--- config.mk ---
export PLATFORM = sky130hd
export DESIGN_NAME = sense_serializer_top
export DESIGN_NICKNAME = d
export VERILOG_FILES = /design/src/rtl/sds_pkg.sv /design/src/rtl/sds_bit_events.sv /design/src/rtl/sds_frame_mon.sv /design/src/rtl/sds_shifter.sv /design/src/rtl/sense_serializer_top.sv
export SDC_FILE = /design/constraint.sdc
export NUM_CORES = 1
export LEC_CHECK = 0
export ABC_AREA = 1
export BUFFER_PORTS_ARGS = -buffer_cell sky130_fd_sc_hd__buf_2
export CORE_MARGIN = 5
export CORE_UTILIZATION = 48
export CTS_CLUSTER_SIZE = 16
export DETAILED_ROUTE_END_ITERATION = 10
export PLACE_DENSITY = 0.76
export SYNTH_ARGS = -nofsm -noshare
export SYNTH_HDL_FRONTEND = slang
export SYNTH_SLANG_ARGS = --single-unit
--- constraint.sdc ---
create_clock -name clk -period 1.2 [get_ports clk]
set_clock_uncertainty 0.1 [all_clocks]
set_input_delay 0.24 -clock clk [delete_from_list [all_inputs] [get_ports clk]]
set_output_delay 0.24 -clock clk [all_outputs]
set_load 0.01 [all_outputs]
--- src/rtl/sds_pkg.sv ---
package sds_pkg;

    localparam int VOLT_W = 16;
    localparam int CUR_W  = 16;
    localparam int SUP_W  = 8;
    localparam int SLOT_W = 32;

    typedef enum logic {
        FMT_I2S = 1'b0,
        FMT_LJ  = 1'b1
    } frame_fmt_e;

    typedef struct packed {
        logic bit_fall;     // falling bit-clock edge seen this cycle
        logic half_start;   // word clock changed at this fall
        logic frame_start;  // word clock went low at this fall
        logic lr_level;     // word clock level at this fall
    } bit_evt_t;

    function automatic logic [SLOT_W-1:0] pack_half_word(
        input logic              hi_half,
        input logic              append,
        input logic [VOLT_W-1:0] v,
        input logic [CUR_W-1:0]  c,
        input logic [SUP_W-1:0]  s
    );
        if (hi_half)
            return {c, {(SLOT_W-CUR_W){1'b0}}};
        else if (append)
            return {v, s, {(SLOT_W-VOLT_W-SUP_W){1'b0}}};
        else
            return {v, {(SLOT_W-VOLT_W){1'b0}}};
    endfunction

endpackage

--- src/rtl/sds_bit_events.sv ---
module sds_bit_events
    import sds_pkg::*;
(
    input  logic     clk,
    input  logic     rst,
    input  logic     bclk,
    input  logic     lrclk,
    output bit_evt_t evt
);
    logic bclk_q;
    logic lr_prev;
    logic fall;

    assign fall = bclk_q & ~bclk;

    always_ff @(posedge clk) begin
        if (rst) begin
            bclk_q  <= 1'b1;
            lr_prev <= 1'b1;
        end else begin
            bclk_q <= bclk;
            if (fall)
                lr_prev <= lrclk;
        end
    end

    always_comb begin
        evt.bit_fall    = fall;
        evt.half_start  = fall & (lrclk != lr_prev);
        evt.frame_start = fall & (lrclk != lr_prev) & ~lrclk;
        evt.lr_level    = lrclk;
    end
endmodule

--- src/rtl/sds_frame_mon.sv ---
module sds_frame_mon
    import sds_pkg::*;
#(
    parameter int PERIOD_BITS    = 64,
    parameter int LP_PERIOD_BITS = 32
) (
    input  logic     clk,
    input  logic     rst,
    input  bit_evt_t evt,
    input  logic     lp_en,
    output logic     err
);
    localparam int CNT_W = $clog2(PERIOD_BITS + 2);
    localparam logic [CNT_W-1:0] FULL_CNT = CNT_W'(PERIOD_BITS);
    localparam logic [CNT_W-1:0] LP_CNT   = CNT_W'(LP_PERIOD_BITS);

    logic [CNT_W-1:0] cnt;
    logic             seen;
    logic             period_ok;

    assign period_ok = (cnt == FULL_CNT) || (lp_en && (cnt == LP_CNT));

    always_ff @(posedge clk) begin
        if (rst) begin
            cnt  <= '0;
            seen <= 1'b0;
            err  <= 1'b0;
        end else if (evt.bit_fall) begin
            if (evt.frame_start) begin
                cnt  <= CNT_W'(1);
                seen <= 1'b1;
                if (seen)
                    err <= ~period_ok;
            end else begin
                if (cnt <= FULL_CNT)
                    cnt <= cnt + 1'b1;
                if (cnt == FULL_CNT)
                    err <= 1'b1;
            end
        end
    end

    AST_CNT_SATURATES: assert property (@(posedge clk) disable iff (rst)
        cnt <= FULL_CNT + 1'b1);
    AST_OVERRUN_FLAGS: assert property (@(posedge clk) disable iff (rst)
        (evt.bit_fall && !evt.frame_start && cnt == FULL_CNT) |=> err);
    AST_LP_SHORT_OK: assert property (@(posedge clk) disable iff (rst)
        (evt.frame_start && seen && lp_en && cnt == LP_CNT) |=> !err);
    AST_FULL_OK: assert property (@(posedge clk) disable iff (rst)
        (evt.frame_start && seen && cnt == FULL_CNT) |=> !err);
endmodule

--- src/rtl/sds_shifter.sv ---
module sds_shifter
    import sds_pkg::*;
(
    input  logic              clk,
    input  logic              rst,
    input  bit_evt_t          evt,
    input  logic [SLOT_W-1:0] word,
    output logic              lj_bit,
    output logic              i2s_bit
);
    logic [SLOT_W-1:0] shreg;

    always_ff @(posedge clk) begin
        if (rst) begin
            shreg   <= '0;
            lj_bit  <= 1'b0;
            i2s_bit <= 1'b0;
        end else if (evt.bit_fall) begin
            i2s_bit <= lj_bit;
            if (evt.half_start) begin
                lj_bit <= word[SLOT_W-1];
                shreg  <= {word[SLOT_W-2:0], 1'b0};
            end else begin
                lj_bit <= shreg[SLOT_W-1];
                shreg  <= {shreg[SLOT_W-2:0], 1'b0};
            end
        end
    end

    AST_HALF_LOAD_MSB: assert property (@(posedge clk) disable iff (rst)
        evt.half_start |=> (lj_bit == $past(word[SLOT_W-1])));
    AST_I2S_ONE_LATE: assert property (@(posedge clk) disable iff (rst)
        evt.bit_fall |=> (i2s_bit == $past(lj_bit)));
    AST_HOLD_BETWEEN_FALLS: assert property (@(posedge clk) disable iff (rst)
        !evt.bit_fall |=> ($stable(lj_bit) && $stable(i2s_bit)));
endmodule

--- src/rtl/sense_serializer_top.sv ---
module sense_serializer_top
    import sds_pkg::*;
#(
    parameter int PERIOD_BITS    = 64,
    parameter int LP_PERIOD_BITS = 32
) (
    input  logic              clk,
    input  logic              rst,
    input  logic              bclk,
    input  logic              lrclk,
    input  logic              fmt_lj,
    input  logic              sup_append_en,
    input  logic              low_power_en,
    input  logic [VOLT_W-1:0] volt_sample,
    input  logic [CUR_W-1:0]  cur_sample,
    input  logic [SUP_W-1:0]  sup_sample,
    output logic              sdata,
    output logic              frame_err
);
    bit_evt_t          evt;
    frame_fmt_e        fmt;
    logic [SLOT_W-1:0] next_word;
    logic              lj_bit;
    logic              i2s_bit;

    assign fmt = frame_fmt_e'(fmt_lj);
    assign next_word = pack_half_word(lrclk, sup_append_en & ~low_power_en,
                                      volt_sample, cur_sample, sup_sample);

    sds_bit_events u_evt (
        .clk   (clk),
        .rst   (rst),
        .bclk  (bclk),
        .lrclk (lrclk),
        .evt   (evt)
    );

    sds_frame_mon #(
        .PERIOD_BITS    (PERIOD_BITS),
        .LP_PERIOD_BITS (LP_PERIOD_BITS)
    ) u_mon (
        .clk   (clk),
        .rst   (rst),
        .evt   (evt),
        .lp_en (low_power_en),
        .err   (frame_err)
    );

    sds_shifter u_shift (
        .clk     (clk),
        .rst     (rst),
        .evt     (evt),
        .word    (next_word),
        .lj_bit  (lj_bit),
        .i2s_bit (i2s_bit)
    );

    always_comb begin
        if (frame_err)
            sdata = 1'b0;
        else if (fmt == FMT_LJ)
            sdata = lj_bit;
        else
            sdata = i2s_bit;
    end

    AST_ERR_FORCES_LOW: assert property (@(posedge clk) disable iff (rst)
        frame_err |-> !sdata);
    AST_QUIET_AFTER_RESET: assert property (@(posedge clk)
        $past(rst) |-> (!sdata && !frame_err));
endmodule

==> impl_summary.log, run 1 <==
[metrics] detailed-route wire length per cell: 17.2 microns
[metrics] Yosys warning total: 0
[metrics] final-report setup violation count: 36
[metrics] Clk pin slew, worst setup/hold paths: 0.08 ns
[metrics] CTS tree: done
[metrics] Clk Latency, worst-skew pair: 0.31 ns
[metrics] violations in the final reports: negative setup slack
[metrics] leakage power summed over all cells: 1.48 nW
[metrics] post-synth design cell area: 2050 sq um
[metrics] count of input and output buffers: 48
[metrics] post-synthesis average cell area: 6.58 sq um
[metrics] Setup Slack @ Placement: -0.224 ns
[metrics] list of cells traversed by the critical path: inv_2 -> nor2_4 -> nand3_4 -> buf_6 -> clkinvlp_4 -> nand3_1 -> a21oi_1
[metrics] Final min period: 1.44 ns
[metrics] result of the run: finished with violations
[metrics] antenna cells: 0
[metrics] die area: 5680 sq um
[metrics] number of unique standard cell types used by synthesis: 24
[metrics] Tot GR Track Use: 0.247
[metrics] # DRC: 0
[metrics] worst-case reg-to-reg path depth: 7
[metrics] largest driver fanout on the critical path: 6
[metrics] area fraction in compound gates after synthesis: 0.178
[metrics] dominant combinational cell family by area after synthesis: simple AND/OR/NAND/NOR gates
[metrics] hold-fix buffers at CTS: 0
[metrics] number of search-and-repair iterations in the first detailed-routing pass: 5
[metrics] RSZ-0062 raised after global routing: yes
[metrics] multiplexer share of the synthesized area: 0
[metrics] power density cells: 1020 nW/um^2
[metrics] number of max-cap violations: 0
[metrics] vias per std cell: 5.79
[metrics] Fillers: 279
[metrics] tightest slew margin relative to the limit: 0.789
[metrics] Crit Path Category: flop to flop
[metrics] sequential area share after synthesis: 0.351
[metrics] root buffer cell: sky130_fd_sc_hd__clkbuf_8
[metrics] reg2reg end: u_shift.shreg[16]$_SDFFE_PP0P_
[metrics] Tightest Hold Check Type: input pin to flop
[metrics] area share of and/or/nand/nor cells after synthesis: 0.308
[metrics] initial antenna violation count: 0
[metrics] endpoint type of the worst setup path: flop
[metrics] initial standard-cell utilization of the core: 0.502
[metrics] setup ws final: -0.241 ns
[metrics] startpoint of the lowest-slack register-to-register path: u_evt.bclk_q$_SDFF_PP1_
[metrics] data arrival at the endpoint of the critical path: 1.58 ns
[metrics] number of global-route vias before repair: 2,373
[metrics] clock sink count: 36
[metrics] worst-path cell with the longest stage delay: sky130_fd_sc_hd__dfxtp_2
[metrics] CTS Buf Count: 5
[metrics] number of cell rows: 23
[metrics] number of nets in the layout: 446
[metrics] Max Clock Freq: 694 MHz
[metrics] number of synthesized register bits: 36
[metrics] core region area: 4090 sq um
[metrics] vias after detailed routing: 2,595
[metrics] Routed Wire Length: 7.71 mm
[metrics] delay of the slowest critical-path stage: 0.34 ns
[metrics] iteration-0 DRC count of the detailed router: 281
[metrics] pin slew with the least headroom to its limit: 0.313 ns
[metrics] adder and majority cell fraction of the synthesized area: 0.0122
[metrics] width of the die: 75.4 microns
[metrics] Cells after Synth: 312
[metrics] Tot Pwr: 3.19 mW
[metrics] syn_nets: 361
[metrics] Placer Congestion: 0.783
[metrics] count of pins over their slew limit: 0
[metrics] share of cells above drive strength 1: 0.477
[metrics] synthesized-area fraction occupied by xor and xnor cells: 0.0177
[metrics] wire length of the first global-routing pass: 10.7 mm
[metrics] worst IR drop on VDD: 0.726 mV
[metrics] global-route congestion overflow total: 0
[metrics] Worst Hold End: u_mon.cnt[1]$_SDFFE_PP0P_
[metrics] ratio of final minimum period to clock period: 1.20
[metrics] total number of H-tree levels: 2
[metrics] origin of the worst min-delay path: rst
[metrics] required time reported for the critical path endpoint: 1.34 ns
[metrics] layout-stage area growth over the synthesis result: 52.1%
[metrics] I/O pins: 49
[metrics] Hold Path Cell Cnt: 2
[metrics] maximum number of pins on one net before global-route repair: 31
[metrics] number of hold-slack violations in the final timing report: 0
[metrics] half-perimeter wire length after placement: 3.77 mm
[metrics] vertical die dimension: 75.4 microns
[metrics] setup slack, reg-to-reg: -0.24 ns
[metrics] Post-DRT Antenna Nets: 0
[metrics] accumulated negative setup slack: -4.50 ns
[metrics] Startpoint Class: flop
[metrics] CTS max path bufs: 2
## report_power, final
group | total (mW) | switching [mW] | internal [mW]
registers | 1.31 | 0.0524 | 1.26
clock network | 1.09 | 0.478 | 0.617
logic | 0.787 | 0.434 | 0.353
total | 3.19 | 0.964 | 2.23
## worst max path at each step
stage | startpoint | endpoint | slack, ns | cells after the start
2_1_floorplan | u_mon.cnt[0]$_SDFFE_PP0P_ | u_mon.cnt[5]$_SDFFE_PP0P_ | -0.06 | 9
3_3_place_gp | bclk | u_mon.err$_SDFFE_PP0P_ | -0.19 | 7
3_5_place_dp | u_evt.lr_prev$_SDFFE_PP1P_ | u_mon.err$_SDFFE_PP0P_ | -0.22 | 5
4_1_cts | u_mon.err$_SDFFE_PP0P_ | sdata | -0.15 | 4
5_1_grt | u_mon.cnt[0]$_SDFFE_PP0P_ | u_mon.cnt[5]$_SDFFE_PP0P_ | -0.30 | 8
6_report | u_evt.bclk_q$_SDFF_PP1_ | u_shift.shreg[16]$_SDFFE_PP0P_ | -0.24 | 7
## synthesized netlist by cell type
library cell                n  share of area
sky130_fd_sc_hd__o21ai_1    2         0.0049
sky130_fd_sc_hd__nand2_1   86           0.16
sky130_fd_sc_hd__ha_1       2          0.012
sky130_fd_sc_hd__buf_6      4          0.022
sky130_fd_sc_hd__nand2_4    1         0.0055
sky130_fd_sc_hd__a21oi_2    2         0.0085
sky130_fd_sc_hd__nand3_4    1         0.0085
sky130_fd_sc_hd__nand3_2    2         0.0098
sky130_fd_sc_hd__buf_4      4          0.015
sky130_fd_sc_hd__nand3_1   34          0.083
sky130_fd_sc_hd__xnor2_4    1          0.013
sky130_fd_sc_hd__xor2_1     1         0.0043
sky130_fd_sc_hd__o211ai_1   3          0.011
sky130_fd_sc_hd__a21oi_1   28          0.068
sky130_fd_sc_hd__inv_4      1         0.0031
sky130_fd_sc_hd__buf_2      6          0.015
sky130_fd_sc_hd__nor2_2     2         0.0061
sky130_fd_sc_hd__clkbuf_1   4         0.0073
sky130_fd_sc_hd__inv_2      2         0.0037
sky130_fd_sc_hd__o21ai_0   35          0.085
sky130_fd_sc_hd__inv_1     37          0.068
sky130_fd_sc_hd__nand4_1    4          0.012
sky130_fd_sc_hd__nor2_1    14          0.026
sky130_fd_sc_hd__dfxtp_1   36           0.35
## cells by family after synthesis
kind of cell,after synthesis
simple gates,144
compound gates,70
buf+inv,58
flops,36
xor+xnor,2
fa+ha+maj,2
## layout make-up
| class | instances | area (sq um) | share of cell area |
|---|---|---|---|
| Inverter | 40 | 155 | 0.0497 |
| Tap cell | 50 | 62.6 | 0.0200 |
| Clock inverter | 2 | 35.0 | 0.0112 |
| Multi-Input combinational cell | 219 | 1370 | 0.440 |
| Timing Repair inverter | 1 | 7.51 | 0.00240 |
| Clock buffer | 6 | 72.6 | 0.0232 |
| Timing Repair Buffer | 94 | 678 | 0.217 |
| Sequential cell | 36 | 737 | 0.236 |
## flip-flops by register name, indices dropped and copies added (netlist names)
register / cells
u_mon.seen: 1
u_evt.bclk_q: 1
u_shift.i2s_bit: 1
u_mon.cnt: 7
u_shift.shreg: 23
u_evt.lr_prev: 1
u_shift.lj_bit: 1
u_mon.err: 1
## metrics by stage
| step | utilization | cell area, sq um | cells | hold WS, ns |
|---|---|---|---|---|
| 3_5_place_dp | 0.611 | 2490 | 421 | 0.356 |
| 2_1_floorplan | - | 2090 | 312 | 0.202 |
| 4_1_cts | 0.717 | 2930 | 439 | 0.101 |
| 6_report | 0.764 | 3120 | 448 | 0.0929 |
| 3_3_place_gp | 0.611 | 2490 | 421 | 0.345 |
| 5_1_grt | 0.764 | 3120 | 448 | 0.0945 |
## critical path: cells and delay by family, from the launching register on
kind                   cells  cell delay (ns)
AOI/OAI and AO/OA          1             0.15
and+or+nand+nor            3             0.47
DFF                        1             0.34
buffers and inverters      3             0.31
## layout by cell type (no fill, tap or decap)
cell,n
sky130_fd_sc_hd__o21ai_2,8
sky130_fd_sc_hd__clkbuf_1,1
sky130_fd_sc_hd__nor2_4,4
sky130_fd_sc_hd__inv_2,7
sky130_fd_sc_hd__o21ai_1,15
sky130_fd_sc_hd__a21oi_2,19
sky130_fd_sc_hd__dfxtp_1,29
sky130_fd_sc_hd__buf_8,1
sky130_fd_sc_hd__o21ai_0,14
sky130_fd_sc_hd__nand3_2,17
sky130_fd_sc_hd__dfxtp_2,4
sky130_fd_sc_hd__nand3_4,5
sky130_fd_sc_hd__clkbuf_8,5
sky130_fd_sc_hd__nor2_2,5
sky130_fd_sc_hd__clkinvlp_4,1
sky130_fd_sc_hd__inv_1,31
sky130_fd_sc_hd__buf_4,27
sky130_fd_sc_hd__nand2_2,8
sky130_fd_sc_hd__o211ai_1,3
sky130_fd_sc_hd__xor2_1,1
sky130_fd_sc_hd__clkinv_2,1
sky130_fd_sc_hd__ha_4,1
sky130_fd_sc_hd__buf_12,2
sky130_fd_sc_hd__dfxtp_4,3
sky130_fd_sc_hd__buf_6,16
sky130_fd_sc_hd__nand3_1,16
sky130_fd_sc_hd__buf_2,48
sky130_fd_sc_hd__a21oi_1,10
sky130_fd_sc_hd__a21oi_4,1
sky130_fd_sc_hd__nand4_1,4
sky130_fd_sc_hd__xnor2_4,1
sky130_fd_sc_hd__nand2_4,2
sky130_fd_sc_hd__nand2_1,77
sky130_fd_sc_hd__inv_4,2
sky130_fd_sc_hd__nor2_1,7
sky130_fd_sc_hd__ha_2,1
sky130_fd_sc_hd__bufinv_16,1
## routing by layer
| metal | vias up | track usage | part of all wire |
|---|---|---|---|
| met5 | - | 0 | 0 |
| met4 | 0 | 0.103 | 0.047 |
| met3 | 40 | 0.0462 | 0.066 |
| met2 | 152 | 0.435 | 0.51 |
| met1 | 1227 | 0.293 | 0.38 |
| li1 | 1176 | - | - |
## what timing repair did
item                       in CTS  in global routing
hold endpoints to repair        0                  0
setup endpoints to repair      35                 35
setup buffers                   6                 12
resized for setup              68                 50
pin swaps                      39                 25
gates cloned                    4                  0
Note: power is estimated with default switching activity, not from simulation.
==> inputs of run 2 (changes only) <==
--- a/config.mk
+++ b/config.mk
@@ -8,10 +8,11 @@
 export ABC_AREA = 1
 export BUFFER_PORTS_ARGS = -buffer_cell sky130_fd_sc_hd__buf_2
 export CORE_MARGIN = 5
-export CORE_UTILIZATION = 48
+export CORE_UTILIZATION = 51
 export CTS_CLUSTER_SIZE = 16
 export DETAILED_ROUTE_END_ITERATION = 10
-export PLACE_DENSITY = 0.76
+export PLACE_DENSITY = 0.77
 export SYNTH_ARGS = -nofsm -noshare
 export SYNTH_HDL_FRONTEND = slang
+export SYNTH_HIERARCHICAL = 1
 export SYNTH_SLANG_ARGS = --single-unit
==> run 2 against run 1 <==
The flow still finishes with violations (negative setup slack). Global-route usage shrank 2.2 points. Count of clock-buffer cells in the layout is the same. Power grew 12%. Clock power shrank 12%. Critical path depth grew 3. Sequential cell count grew 8. Critical path type unchanged. Largest power group unchanged.
==> impl_summary.log, run 2 <==
[metrics] die area: 6830 sq um (+20%)
[metrics] Crit Path Category: flop to flop
[metrics] ratio of final minimum period to clock period: 1.17 (-0.0283)
[metrics] vias after detailed routing: 2,929 (+13%)
[metrics] setup slack, reg-to-reg: -0.21 ns (+0.03 ns)
[metrics] number of max-cap violations: 0 (unchanged)
[metrics] initial standard-cell utilization of the core: 0.527 (+0.0246)
[metrics] clock sink count: 44 (+22%)
[metrics] RSZ-0062 raised after global routing: yes
[metrics] power density cells: 947 nW/um^2 (-7.4%)
[metrics] global-route congestion overflow total: 0 (unchanged)
[metrics] Min Hold Slack: 0.110 ns (+0.0168 ns)
[metrics] wire length of the first global-routing pass: 11.9 mm (+11%)
[metrics] Startpoint Class: flop
[metrics] result of the run: finished with violations
[metrics] register with the most flip-flops: u_shift/shreg
[metrics] area of all placed cells without fillers: 3770 sq um (+21%)
[metrics] total number of H-tree levels: 2 (unchanged)
[metrics] number of global-route vias before repair: 2,790 (+18%)
[metrics] Tightest Hold Check Type: input pin to flop
[metrics] total length of routed met3 wires: 396 microns (-22%)
[metrics] Post-DRT Antenna Nets: 0 (unchanged)
[metrics] # placed instances: 582 (+38%)
[metrics] final std cells w/o fill: 604 (+35%)
[metrics] Clk Latency, worst-skew pair: 0.30 ns (about the same)
[metrics] Tot Pwr: 3.57 mW (+12%)
[metrics] Fillers: 382 (+37%)
[metrics] CTS Buf Count: 5 (unchanged)
[metrics] top layer in use: met4
[metrics] largest driver fanout on the critical path: 7 (+1)
[metrics] CP dominant cell by count: sky130_fd_sc_hd__nand2_2
[metrics] worst IR drop on VDD: 0.662 mV (-8.8%)
[metrics] vertical die dimension: 82.6 microns (+9.6%)
[metrics] required time reported for the critical path endpoint: 1.29 ns (-0.05 ns)
[metrics] violations in the final reports: negative setup slack
[metrics] worst-path cell with the longest stage delay: sky130_fd_sc_hd__dfxtp_4
[metrics] layout-stage area growth over the synthesis result: 40.1%
[metrics] CTS max path bufs: 2 (unchanged)
[metrics] count of buffer and inverter cells on the critical path: 1 (-2)
[metrics] most common cell after layout, fill and taps aside: sky130_fd_sc_hd__nand2_1
[metrics] core region area: 5110 sq um (+25%)
[metrics] initial antenna violation count: 0 (unchanged)
[metrics] share of cells above drive strength 1: 0.369 (-0.108)
[metrics] total met2 wirelength after detailed routing: 3.85 mm (-1.4%)
[metrics] leakage power summed over all cells: 1.99 nW (+35%)
[metrics] count of input and output buffers: 48 (unchanged)
[metrics] iteration-0 DRC count of the detailed router: 159 (-43%)
[metrics] vias per std cell: 4.85 (-16%)
[metrics] count of pins over their slew limit: 0 (unchanged)
[metrics] Cells after Synth: 460 (+47%)
[metrics] delay of the slowest critical-path stage: 0.38 ns (+0.04 ns)
[metrics] top cell family by delay on the critical path: simple AND/OR/NAND/NOR gates
[metrics] largest registers in the final layout: u_shift/shreg x31, u_mon/cnt x7
[metrics] setup ws final: -0.207 ns (+0.0340 ns)
[metrics] Final min period: 1.41 ns (-0.0340 ns)
[metrics] Routed Wire Length: 7.47 mm (-3.1%)
[metrics] endpoint type of the worst setup path: flop
[metrics] antenna cells: 0 (unchanged)
[metrics] # DRC: 0 (unchanged)
[metrics] Placer Congestion: 0.822 (+5.1%)
[metrics] number of search-and-repair iterations in the first detailed-routing pass: 5 (unchanged)
[metrics] half-perimeter wire length after placement: 4.01 mm (+6.6%)
[metrics] met1 wire length: 3.06 mm (+4.5%)
[metrics] root buffer cell: sky130_fd_sc_hd__clkbuf_8
[metrics] leading cell types in the layout, fill and taps excluded: sky130_fd_sc_hd__nand2_1, sky130_fd_sc_hd__nor2_1, sky130_fd_sc_hd__inv_1
[metrics] detailed-route wire length per cell: 12.4 microns (-28%)
[metrics] placed cell areas: 3070 sq um (+23%)
[metrics] CTS tree: done
[metrics] number of hold-slack violations in the final timing report: 0 (unchanged)
[metrics] accumulated negative setup slack: -5.74 ns (-1.24 ns)
[metrics] number of flip-flops under the largest register name: 31 (+35%)
[metrics] data arrival at the endpoint of the critical path: 1.50 ns (-0.08 ns)
[metrics] post-synthesis average cell area: 5.85 sq um (-11%)
[metrics] Yosys warning total: 6 (+6)
[metrics] width of the die: 82.6 microns (+9.6%)
[metrics] Tot GR Track Use: 0.225 (-0.0216)
[metrics] post-synth design cell area: 2690 sq um (+31%)
[metrics] Max Clock Freq: 711 MHz (+2.4%)
[metrics] I/O pins: 49 (unchanged)
[metrics] maximum number of pins on one net before global-route repair: 29 (-6.5%)
[metrics] list of cells traversed by the critical path: inv_4 -> ha_4 -> nand2_4 -> nor2_4 -> nand2_2 -> nand3_4 -> nand2_8 -> nand2_2 -> nand2_2 -> nor2_2
[metrics] Clk pin slew, worst setup/hold paths: 0.08 ns (about the same)
[metrics] number of cell rows: 26 (+13%)
[metrics] number of nets in the layout: 582 (+30%)
[metrics] final-report setup violation count: 40 (+11%)
run 2: cell count changes in the layout (fill, tap and decap cells not counted), sizes merged, moves of 7 or more:
cell | before | now
nor2 | 16 | 86
inv | 40 | 63
nand3 | 38 | 45
dfxtp | 36 | 44
buf | 94 | 80
o21ai | 37 | 3
nand2 | 87 | 178
conb | 0 | 8
a21oi | 30 | 9
run 2: timing repair:
item | in CTS | in global routing
setup endpoints to repair | 40 | 42
gates resized for setup | 90 | 37
setup buffers | 6 | 1
cloned | 7 | 0
hold buffers | 0 | 0
pin swaps | 26 | 10
run 2: final timing paths:
kind / startpoint / endpoint / cells past startpoint
worst min register to register: u_mon/seen$_SDFFE_PP0P_ / u_mon/seen$_SDFFE_PP0P_ / 2
worst max-delay path: u_mon/cnt[1]$_SDFFE_PP0P_ / u_mon/cnt[5]$_SDFFE_PP0P_ / 10
worst min-delay path: rst / u_mon/seen$_SDFFE_PP0P_ / 2
worst max register to register: u_mon/cnt[1]$_SDFFE_PP0P_ / u_mon/cnt[5]$_SDFFE_PP0P_ / 10
run 2: per-layer routing:
layer  up-vias  track usage
met4         0        0.103
met5         -            0
met3        18       0.0358
met1      1308        0.249
met2        89        0.418
li1       1514            -
run 2: stage by stage:
step	worst slack, ns	utilization
2_1_floorplan	-0.0903	-
3_3_place_gp	-0.234	0.601
3_5_place_dp	-0.254	0.601
4_1_cts	-0.151	0.712
5_1_grt	-0.267	0.738
6_report	-0.207	0.738
run 2: report_power, final:
part / switching [mW] / total, mW / internal (mW) / leakage [nW]
logic: 0.551 / 0.978 / 0.428 / 1.58
clock network: 0.495 / 0.954 / 0.460 / 0.0510
registers: 0.0788 / 1.64 / 1.56 / 0.363
total: 1.12 / 3.57 / 2.44 / 1.99
run 2: final cells by class:
cell class	count	area (sq um)	share of cell area
well taps	70	87.6	0.0232
repair inverters	3	38.8	0.0103
clock inverters	2	10.0	0.00266
flip-flops and latches	44	890	0.236
multi-input cells	337	1790	0.474
inverters	62	260	0.0691
clock buffers	6	82.6	0.0219
repair buffers	80	612	0.162
run 2: worst reg2reg max path: stages (launching register included):
cell	delay (ns)
sky130_fd_sc_hd__dfxtp_4	0.38
sky130_fd_sc_hd__inv_4	0.04
sky130_fd_sc_hd__ha_4	0.15
sky130_fd_sc_hd__nand2_4	0.06
sky130_fd_sc_hd__nor2_4	0.04
sky130_fd_sc_hd__nand2_2	0.11
sky130_fd_sc_hd__nand3_4	0.14
sky130_fd_sc_hd__nand2_8	0.14
sky130_fd_sc_hd__nand2_2	0.06
sky130_fd_sc_hd__nand2_2	0.06
sky130_fd_sc_hd__nor2_2	0.03
==> inputs of run 3 (changes only) <==
--- a/config.mk
+++ b/config.mk
@@ -8,10 +8,10 @@
 export ABC_AREA = 1
 export BUFFER_PORTS_ARGS = -buffer_cell sky130_fd_sc_hd__buf_2
 export CORE_MARGIN = 5
-export CORE_UTILIZATION = 51
+export CORE_UTILIZATION = 45
 export CTS_CLUSTER_SIZE = 16
 export DETAILED_ROUTE_END_ITERATION = 10
-export PLACE_DENSITY = 0.77
+export PLACE_DENSITY = 0.67
 export SYNTH_ARGS = -nofsm -noshare
 export SYNTH_HDL_FRONTEND = slang
 export SYNTH_HIERARCHICAL = 1
==> constraint.sdc (replaced) <==
create_clock -name clk -period 1.8 [get_ports clk]
set_clock_uncertainty 0.1 [all_clocks]
set_input_delay 0.36 -clock clk [delete_from_list [all_inputs] [get_ports clk]]
set_output_delay 0.36 -clock clk [all_outputs]
set_load 0.01 [all_outputs]
==> run 3 against run 2 <==
The flow now finishes without violations. Hold slack better by 0.083 ns. Die area is 12% higher. Design area fell by 20%. Sequential cell count stayed put. Core utilization down 22 points. Sequential share of layout area grew 5.7 points. Register-to-register slack gained 0.49 ns. Clock power down 40%. Critical path depth is the same.
==> impl_summary.log, run 3 (synthesis results as in run 2) <==
[metrics] result of the run: finished, final reports clean
[metrics] list of cells traversed by the critical path: inv_1 -> ha_1 -> nand2_1 -> nor2_1 -> nand2_2 -> nand3_4 -> nand2_4 -> nand2_1 -> nand2_1 -> nor2_2
[metrics] # DRC: 0 (unchanged)
[metrics] number of flip-flops under the largest register name: 31 (unchanged)
[metrics] number of max-cap violations: 0 (unchanged)
[metrics] root buffer cell: sky130_fd_sc_hd__clkbuf_8
[metrics] leakage power summed over all cells: 1.69 nW (-16%)
[metrics] total met2 wirelength after detailed routing: 2.54 mm (-34%)
[metrics] initial antenna violation count: 0 (unchanged)
[metrics] CTS max path bufs: 2 (unchanged)
[metrics] delay of the slowest critical-path stage: 0.43 ns (+0.05 ns)
[metrics] placed cell areas: 2930 sq um (-4.5%)
[metrics] total number of H-tree levels: 2 (unchanged)
[metrics] Post-DRT Antenna Nets: 0 (unchanged)
[metrics] largest registers in the final layout: u_shift/shreg x31, u_mon/cnt x7
[metrics] leading cell types in the layout, fill and taps excluded: sky130_fd_sc_hd__nand2_1, sky130_fd_sc_hd__nor2_1, sky130_fd_sc_hd__inv_1
[metrics] worst-case reg-to-reg path depth: 10 (unchanged)
[metrics] Hold Path Cell Cnt: 3 (+1)
[metrics] half-perimeter wire length after placement: 4.06 mm (+1.3%)
[metrics] worst-path cell with the longest stage delay: sky130_fd_sc_hd__dfxtp_1
[metrics] width of the die: 87.3 microns (+5.7%)
[metrics] number of search-and-repair iterations in the first detailed-routing pass: 6 (+1)
[metrics] origin of the worst min-delay path: bclk
[metrics] met1 wire length: 2.78 mm (-9.2%)
[metrics] number of global-route vias before repair: 2,355 (-16%)
[metrics] initial standard-cell utilization of the core: 0.460 (-0.0669)
[metrics] clock sink count: 44 (unchanged)
[metrics] number of nets in the layout: 556 (-4.5%)
[metrics] maximum number of pins on one net before global-route repair: 38 (+31%)
[metrics] wire length of the first global-routing pass: 10.0 mm (-15%)
[metrics] final-report setup violation count: 0 (-100%)
[metrics] antenna cells: 0 (unchanged)
[metrics] Placer Congestion: 0.830 (+0.86%)
[metrics] RSZ-0062 raised after global routing: no
[metrics] Final min period: 1.51 ns (+0.107 ns)
[metrics] startpoint of the lowest-slack register-to-register path: u_mon/cnt[0]$_SDFFE_PP0P_
[metrics] detailed-route wire length per cell: 9.62 microns (-22%)
[metrics] Tot Pwr: 2.06 mW (-42%)
[metrics] Clk pin slew, worst setup/hold paths: 0.08 ns (about the same)
[metrics] largest driver fanout on the critical path: 7 (unchanged)
[metrics] count of input and output buffers: 48 (unchanged)
[metrics] top layer in use: met4
[metrics] reg2reg end: u_mon/cnt[5]$_SDFFE_PP0P_
[metrics] required time reported for the critical path endpoint: 1.88 ns (+0.59 ns)
[metrics] ratio of final minimum period to clock period: 0.841 (-0.331)
[metrics] area of all placed cells without fillers: 3010 sq um (-20%)
[metrics] share of cells above drive strength 1: 0.150 (-0.219)
[metrics] register with the most flip-flops: u_shift/shreg
[metrics] layout-stage area growth over the synthesis result: 11.8%
[metrics] Post CTS Setup Buffer Count: 0 (-6)
[metrics] power density cells: 686 nW/um^2 (-28%)
[metrics] most common cell after layout, fill and taps aside: sky130_fd_sc_hd__nand2_1
[metrics] CP dominant cell by count: sky130_fd_sc_hd__nand2_1
[metrics] Routed Wire Length: 5.60 mm (-25%)
[metrics] Startpoint Class: flop
[metrics] count of pins over their slew limit: 0 (unchanged)
[metrics] CTS Buf Count: 5 (unchanged)
[metrics] vias after detailed routing: 2,687 (-8.3%)
[metrics] Crit Path Category: flop to flop
[metrics] vertical die dimension: 87.3 microns (+5.7%)
[metrics] top cell family by delay on the critical path: simple AND/OR/NAND/NOR gates
[metrics] die area: 7620 sq um (+12%)
[metrics] iteration-0 DRC count of the detailed router: 131 (-18%)
[metrics] core region area: 5850 sq um (+15%)
[metrics] data arrival at the endpoint of the critical path: 1.60 ns (+0.10 ns)
[metrics] worst IR drop on VDD: 0.270 mV (-59%)
[metrics] Post-CTS Resized: 0 (-100%)
[metrics] accumulated negative setup slack: 0 ns (+5.74 ns)
[metrics] count of buffer and inverter cells on the critical path: 1 (unchanged)
[metrics] I/O pins: 49 (unchanged)
[metrics] endpoint type of the worst setup path: flop
[metrics] Worst Hold End: u_evt/bclk_q$_SDFF_PP1_
[metrics] Max Clock Freq: 661 MHz (-7.1%)
[metrics] pin slew with the least headroom to its limit: 0.555 ns
[metrics] CTS tree: done
[metrics] number of cell rows: 28 (+7.7%)
[metrics] setup slack, reg-to-reg: 0.29 ns (+0.49 ns)
[metrics] Tot GR Track Use: 0.158 (-0.0668)
[metrics] tightest slew margin relative to the limit: 0.629
[metrics] hold-fix buffers at CTS: 0 (unchanged)
[metrics] Tightest Hold Check Type: input pin to flop
[metrics] global-route congestion overflow total: 0 (unchanged)
[metrics] vias per std cell: 4.62 (-4.8%)
[metrics] total length of routed met3 wires: 268 microns (-32%)
[metrics] Clk Latency, worst-skew pair: 0.29 ns (about the same)
[metrics] number of hold-slack violations in the final timing report: 0 (unchanged)
==> run 3: cell types whose count changed in the layout (fill, tap and decap cells not counted), sizes merged <==
cell    previous run  this run
buf               80        57
clkinv             4         1
inv               63        62
==> run 3: worst max-delay path by stage <==
stage,from,end,slack (ns),depth (start not counted)
after floorplan,bclk,u_mon/cnt[5]$_SDFFE_PP0P_,0.36,9
after global placement,lrclk,u_shift/shreg[24]$_SDFFE_PP0P_,0.23,10
after detailed placement,bclk,u_mon/cnt[5]$_SDFFE_PP0P_,0.20,9
after CTS,u_mon/cnt[0]$_SDFFE_PP0P_,u_mon/cnt[5]$_SDFFE_PP0P_,0.28,10
after global routing,u_mon/cnt[0]$_SDFFE_PP0P_,u_mon/cnt[6]$_SDFFE_PP0P_,0.12,7
final,u_mon/cnt[0]$_SDFFE_PP0P_,u_mon/cnt[5]$_SDFFE_PP0P_,0.29,10
==> run 3: area by class of cell <==
class,count,area [sq um]
fill,645,2840
sequential,44,881
multi-input combinational,337,1410
clock buffer,6,72.6
clock inverter,1,5.00
tap,75,93.8
timing repair buffer,57,308
inverter,62,235
==> run 3: worst register-to-register path: stages, from the launching register on <==
cell and delay (ns):
sky130_fd_sc_hd__dfxtp_1 0.43, sky130_fd_sc_hd__inv_1 0.07, sky130_fd_sc_hd__ha_1 0.20, sky130_fd_sc_hd__nand2_1 0.07
sky130_fd_sc_hd__nor2_1 0.06, sky130_fd_sc_hd__nand2_2 0.10, sky130_fd_sc_hd__nand3_4 0.11, sky130_fd_sc_hd__nand2_4 0.12
sky130_fd_sc_hd__nand2_1 0.06, sky130_fd_sc_hd__nand2_1 0.07, sky130_fd_sc_hd__nor2_2 0.03
==> run 3: per-layer routing <==
layer | vias up | GRT usage
li1 | 1454 | -
met1 | 1163 | 0.211
met2 | 68 | 0.264
met3 | 2 | 0.0293
met4 | 0 | 0.0377
met5 | - | 0
==> run 3: through the flow <==
stage	hold slack (ns)	utilization	instances	setup WS (ns)
after global routing	0.195	0.514	582	0.119
after floorplan	0.329	-	467	0.357
after global placement	0.359	0.501	575	0.227
after detailed placement	0.375	0.501	575	0.202
after CTS	0.184	0.514	582	0.284
final	0.193	0.514	582	0.286
==> run 3: power breakdown <==
group | switching (mW) | leakage, nW | internal (mW)
clock | 0.309 | 0.0410 | 0.264
sequential | 0.0363 | 0.362 | 1.04
combinational | 0.250 | 1.28 | 0.166
total | 0.595 | 1.69 | 1.47
